## config.mk

```make
export PLATFORM = sky130hd
export DESIGN_NAME = i2c_route_ctrl
export DESIGN_NICKNAME = d
export VERILOG_FILES = /design/src/rtl/i2c_route_ctrl.sv
export SDC_FILE = /design/constraint.sdc
export NUM_CORES = 1
export LEC_CHECK = 0
export ABC_CLOCK_PERIOD_IN_PS = 1900
export BUFFER_PORTS_ARGS = -buffer_cell sky130_fd_sc_hd__buf_2
export CORE_ASPECT_RATIO = 0.7
export CORE_UTILIZATION = 51
export DETAILED_ROUTE_END_ITERATION = 8
export PLACE_DENSITY = 0.73
export SYNTH_ARGS = -nofsm -noshare
export SYNTH_HDL_FRONTEND = slang
export SYNTH_SLANG_ARGS = --single-unit
```

## constraint.sdc

```tcl
create_clock -name clk -period 1.9 [get_ports clk]
set_clock_uncertainty 0.1 [all_clocks]
set_input_delay 0.285 -clock clk [delete_from_list [all_inputs] [get_ports clk]]
set_output_delay 0.285 -clock clk [all_outputs]
set_load 0.01 [all_outputs]
```

## src/rtl/i2c_route_ctrl.sv

```systemverilog
module i2c_route_ctrl #(
  parameter logic [6:0] DEV_ADDR = 7'h4A
) (
  input  logic       clk,
  input  logic       rst_n,
  input  logic       scl_i,
  input  logic       sda_i,
  output logic       sda_pull_o,
  output logic [7:0] route_o
);
  localparam logic [1:0] S_IDLE = 2'd0, S_ADDR = 2'd1, S_DATA = 2'd2, S_SKIP = 2'd3;

  logic [2:0] scl_q, sda_q;
  logic [1:0] state;
  logic [3:0] bit_cnt;
  logic [7:0] shreg;

  always_ff @(posedge clk or negedge rst_n)
    if (!rst_n) begin
      scl_q <= 3'b111;
      sda_q <= 3'b111;
    end else begin
      scl_q <= {scl_q[1:0], scl_i};
      sda_q <= {sda_q[1:0], sda_i};
    end

  wire scl_rise  = scl_q[1] & ~scl_q[2];
  wire scl_fall  = ~scl_q[1] & scl_q[2];
  wire scl_high  = scl_q[1] & scl_q[2];
  wire start_det = scl_high & sda_q[2] & ~sda_q[1];
  wire stop_det  = scl_high & ~sda_q[2] & sda_q[1];
  wire addr_hit  = (shreg[7:1] == DEV_ADDR) && !shreg[0];
  wire active    = (state == S_ADDR) || (state == S_DATA);

  always_ff @(posedge clk or negedge rst_n)
    if (!rst_n) begin
      state      <= S_IDLE;
      bit_cnt    <= '0;
      shreg      <= '0;
      sda_pull_o <= 1'b0;
      route_o    <= '0;
    end else if (start_det) begin
      state      <= S_ADDR;
      bit_cnt    <= '0;
      sda_pull_o <= 1'b0;
    end else if (stop_det) begin
      state      <= S_IDLE;
      sda_pull_o <= 1'b0;
    end else if (active) begin
      if (scl_rise && bit_cnt < 4'd8) begin
        shreg   <= {shreg[6:0], sda_q[1]};
        bit_cnt <= bit_cnt + 4'd1;
      end else if (scl_fall && bit_cnt == 4'd8) begin
        if (sda_pull_o) begin
          sda_pull_o <= 1'b0;
          bit_cnt    <= '0;
          if (state == S_ADDR) state <= S_DATA;
        end else if (state == S_DATA) begin
          sda_pull_o <= 1'b1;
          route_o    <= shreg;
        end else if (addr_hit) begin
          sda_pull_o <= 1'b1;
        end else begin
          state <= S_SKIP;
        end
      end
    end
endmodule

```

==> reports/results.tsv <==
stage	metric	value	unit
logic_synthesis	synth_xor_xnor_area_share	0.649	%
worst_hold_path	hold_path_end	scl_q[1]$_DFF_PN1_	
layout	area_delta_synth_final	27.6	%
critical_path	setup.worst_path.end_class	flop	
clocking	cts_htree_levels	2	
outcome	outcome	complete, no violations	
global_routing	grt_max_degree	30	
worst_hold_path	hp-class	flop to flop	
place	dpl.hpwl	1740	microns
logic_synthesis	synth_simple_gate_area_share	14.4	%
place	io_buffers	12	
route	drtAntennaViolNets	0	
global_routing	grt_usage	20.4	%
pwr	swShare	27.6	%
floorplanning	dieArea	2860	sq um
sta	hold_viol	0	
global_routing	antenna_found_initial	0	
logic_synthesis	muxShareOfSynthArea	17.2	%
route	vias	893	
clocking	clkTransAtPathRegs	0.05	ns
global_routing	grt-busiest-layer	met2	
logic_synthesis	synth_top_area_share	42.7	%
critical_path	cp.required	1.96	ns
place	dp_slack	-0.00869	ns
route	wire_per_inst	15.2	microns
global_routing	met2_usage	29.1	%
pwr	leakage	0.839	nW
global_routing	use_met1	27.8	%
logic_synthesis	syn_inst	97	
logic_synthesis	synth_cell_type_count	36	
place	place_area	1550	sq um
sta	period_needed	1.86	ns
route	firstDrtPassIters	4	
logic_synthesis	async_flop_share	100	%
pwr	pwr-share-clk	27.5	%
critical_path	path_class	flop to flop	
critical_path	cp_slowest_cell	dfrtp_1	
global_routing	grt_pass1_wl	4020	microns
critical_path	cp_top_family	simple AND/OR/NAND/NOR gates	
logic_synthesis	ys_seq_area_share	54.4	%
route	drt_iter0_markers	23	
critical_path	cp_cell_sequence	inv_2 -> ha_4 -> nand4b_4 -> or3_4 -> nor2_8 -> mux2_4	
logic_synthesis	synthTopCellsByArea	dfrtp_1, dfstp_2, mux2_4	
pwr	seqPwrFrac	49.3	%
layout	final_common_cell	dfrtp_1	
floorplanning	num_rows	15	
logic_synthesis	synth.cell_area	1350	sq um
sta	fmaxAchievable	538	MHz
critical_path	reg2reg_to	route_o[0]$_DFFE_PN0P_	
route	routed_wl	2530	microns
pwr	comb_power_share	23.3	%
layout	final_nets	140	
sta	worst_slew_pin_slew	0.614	ns
floorplanning	die_w	63.5	microns
sta	rsz0062_at_grt	yes	
layout	mostFrequentLayoutCells	dfrtp_1, buf_4, buf_2	
critical_path	critical_path.max_fanout	8	
logic_synthesis	ys_ff_latch	29	
layout	final_cell_count_no_fill	167	
floorplanning	chipHeight	45.0	microns
global_routing	grt_pass1_vias	822	
logic_synthesis	synth_top_cell_by_area	dfrtp_1	
critical_path	rr_worst_depth	6	
route	drt-vias-per-instance	5.35	
critical_path	reg2reg_slack	0.04	ns
worst_hold_path	holdPathStages	0	
logic_synthesis	yosysWarnings	0	
pwr	p_int	1.23	mW
logic_synthesis	synth_top_family_by_area	multiplexers	
global_routing	grt_remaining_overflow	0	
pwr	power.density	983	nW/um^2
clocking	cts_buffers	5	
place	dp_cells	155	
pwr	power_switching	0.466	mW
sta	setup_slack	0.0418	ns
critical_path	cpPeakStageDelay	0.38	ns
route	drc	0	
sta	relSlewSlack	59.1	%
floorplanning	coreArea	2480	sq um
floorplanning	pin_count	13	
clocking	clock_path_buffers	2	
pwr	ir_drop	646	uV
clocking	insertion_delay	0.27	ns
clocking	clock_sinks	29	
job	max-cap-violations	0	
logic_synthesis	synth_nets	105	
critical_path	path_buf_inv	1	
critical_path	arrival	1.92	ns
global_routing	met3_usage	6.06	%
critical_path	r2r-start	bit_cnt[1]$_DFFE_PN0P_	
layout	drive_gt1_share	45.1	%
worst_hold_path	hold_path.startpoint	scl_q[0]$_DFF_PN1_	
logic_synthesis	synthAdderAreaFrac	3.71	%
floorplanning	initial_core_util	54.4	%
logic_synthesis	synth_edf_count	0	
clocking	cts-root-buf	clkbuf_8	
sta	maxSlewViolCount	0	
clocking	cts_tree	yes	
logic_synthesis	yosys_most_used_dff	dfrtp_1	
layout	antennaDiodeCount	0	
place	gp_congestion	0.835	
logic_synthesis	synth_compound_area_share	7.61	%
critical_path	startpoint_type	flop	
sta	period_share	97.8	%
sta	setup_violations	0	
logic_synthesis	syn_avg_cell_area	13.9	sq um
layout	final_area	1720	sq um
-- per-stage QoR --
| stage | hold slack [ns] | TNS [ns] | power (mW) | util (%) |
|---|---|---|---|---|
| 3_3_place_gp | 0.232 | 0 | 1.15 | 62.4 |
| 5_1_grt | 0.259 | -0.0694 | 1.80 | 69.4 |
| 6_report | 0.256 | 0 | 1.69 | 69.4 |
| 2_1_floorplan | -0.111 | 0 | 1.01 | - |
| 3_5_place_dp | 0.241 | -0.0288 | 1.16 | 62.4 |
| 4_1_cts | 0.257 | 0 | 1.64 | 66.9 |
-- repair_timing --
| item | in CTS | in global routing |
|---|---|---|
| hold buffers | 3 | 0 |
| setup endpoints to repair | 8 | 13 |
| gates resized for setup | 0 | 11 |
| gates cloned | 0 | 0 |
| pin swaps | 1 | 0 |
| buffers inserted | 0 | 1 |
| endpoints found under the hold margin | 25 | 0 |
-- layout make-up --
cell class | count | area, sq um
Inverter | 5 | 18.8
Sequential cell | 29 | 733
Tap cell | 34 | 42.5
Clock buffer | 8 | 80.1
Multi-Input combinational cell | 61 | 643
Fill cell | 193 | 757
Timing Repair Buffer | 30 | 203
-- power by group through the flow --
stage               sequential [mW]  clock (mW)  combinational (mW)
floorplan                     0.818           0               0.195
global placement              0.832           0               0.315
detailed placement            0.836           0               0.328
CTS                           0.828       0.480               0.334
global route                  0.853       0.515               0.429
finish                        0.834       0.464               0.393
-- registers in the layout, summed over array words and instances, names as in the netlist --
signal,count
route_o,8
shreg,8
bit_cnt,4
scl_q,3
sda_q,3
state,2
sda_pull_o,1
-- cell families after synthesis --
group / Yosys count
AOI/OAI and AO/OA: 13
xor gates and xnor gates: 1
adders and majority gates: 4
buffers and inverters: 7
DFF: 29
muxes: 18
and+or+nand+nor: 25
-- Yosys cell counts (all sizes together), types with 3 or more instances --
cell type	instances
nor3b	3
inv	5
nand3	3
nand4b	3
dfstp	6
dfrtp	23
nand2	4
a211o	3
ha	4
mux2	17
-- worst max-delay path by stage --
| stage | startpoint | to | slack [ns] | cells past startpoint |
|---|---|---|---|---|
| 2_1_floorplan | bit_cnt[0]$_DFFE_PN0P_ | route_o[0]$_DFFE_PN0P_ | 0.06 | 6 |
| 6_report | bit_cnt[1]$_DFFE_PN0P_ | route_o[0]$_DFFE_PN0P_ | 0.04 | 6 |
| 4_1_cts | bit_cnt[0]$_DFFE_PN0P_ | route_o[6]$_DFFE_PN0P_ | 0.002 | 6 |
| 5_1_grt | bit_cnt[1]$_DFFE_PN0P_ | route_o[0]$_DFFE_PN0P_ | -0.02 | 6 |
| 3_3_place_gp | bit_cnt[0]$_DFFE_PN0P_ | route_o[2]$_DFFE_PN0P_ | 0.03 | 6 |
| 3_5_place_dp | bit_cnt[0]$_DFFE_PN0P_ | route_o[6]$_DFFE_PN0P_ | -0.009 | 6 |
-- layer usage --
layer,up-vias,wire (microns)
met2,25,1150
met5,-,0
li1,425,-
met3,6,125
met1,437,1210
met4,0,46
Note: power is estimated with default switching activity, not from simulation.
